===== config.mk =====
export PLATFORM = sky130hd
export DESIGN_NAME = fdc_irq_status
export DESIGN_NICKNAME = d
export VERILOG_FILES = /design/src/rtl/fdc_irq_pkg.sv /design/src/rtl/fdc_seek_slot.sv /design/src/rtl/fdc_sense_arbiter.sv /design/src/rtl/fdc_irq_status.sv
export SDC_FILE = /design/constraint.sdc
export NUM_CORES = 1
export LEC_CHECK = 0
export ABC_CLOCK_PERIOD_IN_PS = 1800
export CAP_MARGIN = 20
export CORE_ASPECT_RATIO = 2
export CORE_MARGIN = 5
export CORE_UTILIZATION = 24
export CTS_CLUSTER_DIAMETER = 80
export DETAILED_ROUTE_END_ITERATION = 6
export GPL_ROUTABILITY_DRIVEN = 0
export PLACE_DENSITY = 0.52
export RECOVER_POWER = 100
export SYNTH_ARGS = -nofsm -noshare
export SYNTH_HDL_FRONTEND = slang
export SYNTH_SLANG_ARGS = --single-unit

===== constraint.sdc =====
create_clock -name clk -period 1.8 [get_ports clk]
set_input_delay 0.27 -clock clk [delete_from_list [all_inputs] [get_ports clk]]
set_output_delay 0.27 -clock clk [all_outputs]
set_load 0.05 [all_outputs]

===== src/rtl/fdc_irq_pkg.sv =====
package fdc_irq_pkg;
  typedef enum logic [1:0] {
    IC_NORMAL   = 2'b00,
    IC_ABNORMAL = 2'b01,
    IC_INVALID  = 2'b10,
    IC_POLL     = 2'b11
  } ic_e;

  // Status byte layout: [7:6] cause code, [5] seek end, [4:3] zero,
  // [2] head address (always zero here), [1:0] drive number.
  function automatic logic [7:0] st0_pack(ic_e ic, logic se, logic [1:0] ds);
    return {ic, se, 3'b000, ds};
  endfunction
endpackage


===== src/rtl/fdc_seek_slot.sv =====
module fdc_seek_slot #(
  parameter int CYL_W = 8
) (
  input  logic             clk,
  input  logic             rst,
  input  logic             clr_all,
  input  logic             start,
  input  logic             done,
  input  logic             abn,
  input  logic [CYL_W-1:0] pcn_in,
  input  logic             ack,
  output logic             pend,
  output logic             abn_q,
  output logic             busy,
  output logic [CYL_W-1:0] pcn_q
);
  always_ff @(posedge clk) begin
    if (rst || clr_all) begin
      pend  <= 1'b0;
      abn_q <= 1'b0;
      busy  <= 1'b0;
      pcn_q <= '0;
    end else begin
      if (done)      pend <= 1'b1;
      else if (ack)  pend <= 1'b0;
      if (done)      abn_q <= abn;
      if (done)      pcn_q <= pcn_in;
      if (start)     busy <= 1'b1;
      else if (ack)  busy <= 1'b0;
    end
  end
endmodule


===== src/rtl/fdc_sense_arbiter.sv =====
module fdc_sense_arbiter #(
  parameter int ND    = 4,
  parameter int DRV_W = 2
) (
  input  logic [ND-1:0]    seek_pend,
  input  logic             poll_pend,
  output logic             sel_seek,
  output logic             sel_poll,
  output logic [DRV_W-1:0] sel_idx
);
  always_comb begin
    sel_seek = 1'b0;
    sel_idx  = '0;
    for (int i = ND - 1; i >= 0; i--) begin
      if (seek_pend[i]) begin
        sel_seek = 1'b1;
        sel_idx  = DRV_W'(i);
      end
    end
    sel_poll = !sel_seek && poll_pend;
  end
endmodule


===== src/rtl/fdc_irq_status.sv =====
module fdc_irq_status #(
  parameter int ND    = 4,
  parameter int CYL_W = 8,
  parameter int NRW   = 8,
  localparam int DRV_W = (ND > 1) ? $clog2(ND) : 1
) (
  input  logic                clk,
  input  logic                rst,
  input  logic [NRW-1:0]      rw_evt,
  input  logic                ndma_req,
  input  logic [DRV_W-1:0]    evt_drv,
  input  logic [ND-1:0]       seek_start,
  input  logic [ND-1:0]       seek_done,
  input  logic [ND-1:0]       seek_abn,
  input  logic [ND*CYL_W-1:0] pcn_in,
  input  logic                pwr_exit,
  input  logic                sense_cmd,
  output logic                irq,
  output logic [ND-1:0]       drv_busy,
  output logic                res_valid,
  output logic [7:0]          res_st0,
  output logic [CYL_W-1:0]    res_pcn
);
  import fdc_irq_pkg::*;

  logic [ND-1:0]    seek_pend;
  logic [ND-1:0]    seek_abn_q;
  logic [ND-1:0]    seek_ack;
  logic [CYL_W-1:0] pcn_arr [ND];
  logic             poll_pend;
  logic [DRV_W-1:0] poll_drv;
  logic             sel_seek, sel_poll;
  logic [DRV_W-1:0] sel_idx;
  logic             poll_evt;

  assign poll_evt = (|rw_evt) || ndma_req;

  for (genvar d = 0; d < ND; d++) begin : g_slot
    assign seek_ack[d] = sense_cmd && sel_seek && (sel_idx == DRV_W'(d));
    fdc_seek_slot #(.CYL_W(CYL_W)) u_slot (
      .clk    (clk),
      .rst    (rst),
      .clr_all(pwr_exit),
      .start  (seek_start[d]),
      .done   (seek_done[d]),
      .abn    (seek_abn[d]),
      .pcn_in (pcn_in[d*CYL_W +: CYL_W]),
      .ack    (seek_ack[d]),
      .pend   (seek_pend[d]),
      .abn_q  (seek_abn_q[d]),
      .busy   (drv_busy[d]),
      .pcn_q  (pcn_arr[d])
    );
  end

  fdc_sense_arbiter #(.ND(ND), .DRV_W(DRV_W)) u_arb (
    .seek_pend(seek_pend),
    .poll_pend(poll_pend),
    .sel_seek (sel_seek),
    .sel_poll (sel_poll),
    .sel_idx  (sel_idx)
  );

  // Polling cause: set wins over the clear of a concurrent sense.
  always_ff @(posedge clk) begin
    if (rst || pwr_exit) begin
      poll_pend <= 1'b0;
      poll_drv  <= '0;
    end else if (poll_evt) begin
      poll_pend <= 1'b1;
      poll_drv  <= evt_drv;
    end else if (sense_cmd && sel_poll) begin
      poll_pend <= 1'b0;
    end
  end

  assign irq = (|seek_pend) || poll_pend;

  always_ff @(posedge clk) begin
    if (rst) begin
      res_valid <= 1'b0;
      res_st0   <= '0;
      res_pcn   <= '0;
    end else begin
      res_valid <= sense_cmd;
      if (sense_cmd) begin
        if (sel_seek) begin
          res_st0 <= st0_pack(seek_abn_q[sel_idx] ? IC_ABNORMAL : IC_NORMAL,
                              1'b1, 2'(sel_idx));
          res_pcn <= pcn_arr[sel_idx];
        end else if (sel_poll) begin
          res_st0 <= st0_pack(IC_POLL, 1'b0, 2'(poll_drv));
          res_pcn <= pcn_arr[poll_drv];
        end else begin
          res_st0 <= st0_pack(IC_INVALID, 1'b0, 2'b00);
          res_pcn <= '0;
        end
      end
    end
  end
endmodule


==> results_dict.tcl <==
set metrics [dict create \
    layout_setup_ws_ps 55.4 \
    holdBufCountCts 0 \
    grt_overflow 0 \
    cp_slowest_cell "clkdlybuf4s50_1" \
    via_count 2465 \
    syn-cell-area_um2 2870 \
    max_freq_mhz 573 \
    grt_pass1_wl_um 13800 \
    dp_slack_ps 194 \
    hold_class "flop to flop" \
    design_area_um2 4050 \
    critPathBufInv 1 \
    clk_pin_slew_ps 50 \
    p_int_mw 2.68 \
    layoutNonFillerInstCount 535 \
    fp.coreArea_um2 11800 \
    slowest_delay_ps 810 \
    synth_ff_type "dfxtp_1" \
    final_util_pct 34.4 \
    grt_setup_unrepaired "no" \
    die_h_um 165 \
    cp-start-kind "flop" \
    drt-wirelength-per-cell_um 16.4 \
    min_period_ps 1740 \
    crit_path_end "res_st0[1]" \
    htreeDepth 3 \
    ir_drop_uv 463 \
    synth_seq_area_share_pct 42.5 \
    diodes 0 \
    combPwrFrac_pct 15.6 \
    grt_max_degree 48 \
    crit_chain "clkdlybuf4s50_1" \
    synth.distinct_cells 40 \
    layout.nets 444 \
    crit_required_ps 1530 \
    synth_cells 304 \
    vias_per_cell 4.61 \
    avgSynthCellArea_um2 9.45 \
    cts_buffer_depth 2 \
    p_per_area_nw_per_um2 885 \
    routed_wl_um 8770 \
    startpoint "res_st0[1]" \
    yosys_warnings 0 \
    place_inst 518 \
    r2r_cells 6 \
    fin_crit_sh_pct 96.9 \
    port_buffers 77 \
    clkLatencyLatePin_ps 320 \
    placementRows 56 \
    grt_util_all_layers_pct 12.8 \
    pwr-share-clk_pct 43.8 \
    power_mw 3.59 \
    swShare_pct 25.3 \
    initialDrtViolationCount 178 \
    reg2reg_from "g_slot[0].u_slot.pend" \
    end_kind "primary output" \
    ys_seq_elements 61 \
    worst-path-max-fanout 2 \
    synth_edf_count 0 \
    status "finished clean" \
    area_growth_pct 41.0 \
    whs_path_depth 2 \
    cp_top_family "buffers and inverters" \
    async_reset_ff_share_pct 0 \
    final_common_cell "clkdlybuf4s50_1" \
    drt_pass1_iterations 5 \
    die_area_um2 14400 \
    tightest_slew_ps 970 \
    ant_nets 0 \
    dpl.hpwl_um 6690 \
    cts_made_buffers 9 \
    path_depth 1 \
    clkSinkCount 61 \
    cts_root_buffer "clkbuf_16" \
    pwr-share-seq_pct 40.5 \
    slew_headroom_pct 35.3 \
    dpl_cell_area_um2 3830 \
    drc 0 \
    cts_tree "built" \
    crit_arrival_ps 1470 \
    switching_power_mw 0.909 \
    final_cell_mix "clkdlybuf4s50_1, dfxtp_1, nor2_1" \
    drv_cap 0 \
    fillers 1233 \
    setup_viol 0 \
    worst-setup-path-type "flop to primary output" \
    ff2ff_setup_slack_ps 120 \
    worst_clock_skew_ps 5.03 \
    timing.rr.end "res_pcn[0]" \
    grt_pass1_vias 2629 \
    fp.dieW_um 87.4 \
    start_util_pct 24.4 \
    leakagePower_nw 1.56 \
    maxSlewViolCount 0 \
    drive_above_1_share_pct 13.6 \
    antenna_found_initial 0 \
    boundaryPins 81 \
    setup_tns_ps 0 \
    hold_ws_ps 460 \
    final_hold_viol_count 0 \
]
==> synthesized netlist by cell type (2+ instances only) <==
cell,instances,share of area (%)
a31oi_1,4,0.87
nand3_1,5,0.87
and2_1,2,0.44
o21ai_0,10,1.7
nand4bb_1,2,0.78
nor2_1,56,7.3
buf_1,3,0.39
a21o_1,2,0.52
nor2b_1,6,1.3
dfxtp_1,61,43
a211oi_2,3,1.3
a311o_1,3,1.0
o211ai_1,5,1.3
buf_4,8,2.1
a21oi_1,15,2.6
buf_2,7,1.2
mux2i_1,38,13
mux4_2,8,6.3
a221oi_2,5,2.6
a211oi_1,4,1.0
nand2b_1,7,1.5
nand2_1,20,2.6
inv_1,3,0.39
clkbuf_1,11,1.4
==> metal layers <==
metal | track usage (%) | routed length [µm]
met5 | 0 | 0
met4 | 6.98 | 254
met3 | 3.10 | 509
met2 | 22.6 | 4740
met1 | 13.5 | 3270
==> sequential cells by signal, summed over array words and instances (netlist names) <==
register / cells
g_slot.u_slot.abn_q: 4
g_slot.u_slot.busy: 4
g_slot.u_slot.pcn_q: 32
g_slot.u_slot.pend: 4
poll_drv: 2
poll_pend: 1
res_pcn: 8
res_st0: 5
res_valid: 1
==> area by class of cell <==
class                      count  area [µm²]  area share, %
tap                          145         181           4.48
multi-input combinational    211        1490           36.7
clock inverter                 1        5.00          0.124
clock buffer                  15         268           6.61
inverter                       4        15.0          0.371
timing repair buffer          98         873           21.6
sequential                    61        1220           30.1
==> how the worst min path moves through the flow <==
stage / start / endpoint / slack, ps
after CTS: res_st0[7] / res_st0[7] / 460
final: res_st0[7] / res_st0[7] / 460
after global routing: res_st0[7] / res_st0[7] / 490
after floorplan: rst / res_st0[1] / 340
after global placement: res_st0[7] / res_st0[7] / 450
after detailed placement: res_st0[7] / res_st0[7] / 460
==> logic make-up (layout without fill, tap and decap cells) <==
| logic type | Yosys count | after routing | share of synthesized area, % |
|---|---|---|---|
| other | 1 | 3 | 0.131 |
| AND/OR/NAND/NOR | 106 | 106 | 17.4 |
| multiplexers | 46 | 46 | 19.5 |
| flip-flops | 61 | 61 | 42.5 |
| AO/OA/AOI/OAI | 56 | 56 | 14.4 |
| buffers and inverters | 34 | 118 | 6.05 |
==> tightest hold or removal path: stages, from the launching register on <==
cell and delay [ps]:
dfxtp_1 310, nand2_1 50, a21oi_1 50
==> repair_timing <==
item,4_1_cts,5_1_grt
buffers inserted,1,0
gates resized for setup,2,0
endpoints found under the setup margin,1,0
==> power by group through the flow <==
stage | logic (mW) | clock network [mW] | registers [mW]
floorplan | 0.279 | 0 | 1.52
global placement | 0.576 | 0 | 1.48
detailed placement | 0.582 | 0 | 1.48
CTS | 0.590 | 1.61 | 1.45
global route | 0.604 | 1.66 | 1.46
finish | 0.561 | 1.57 | 1.45
No activity file was read; power rests on OpenSTA's default activity.
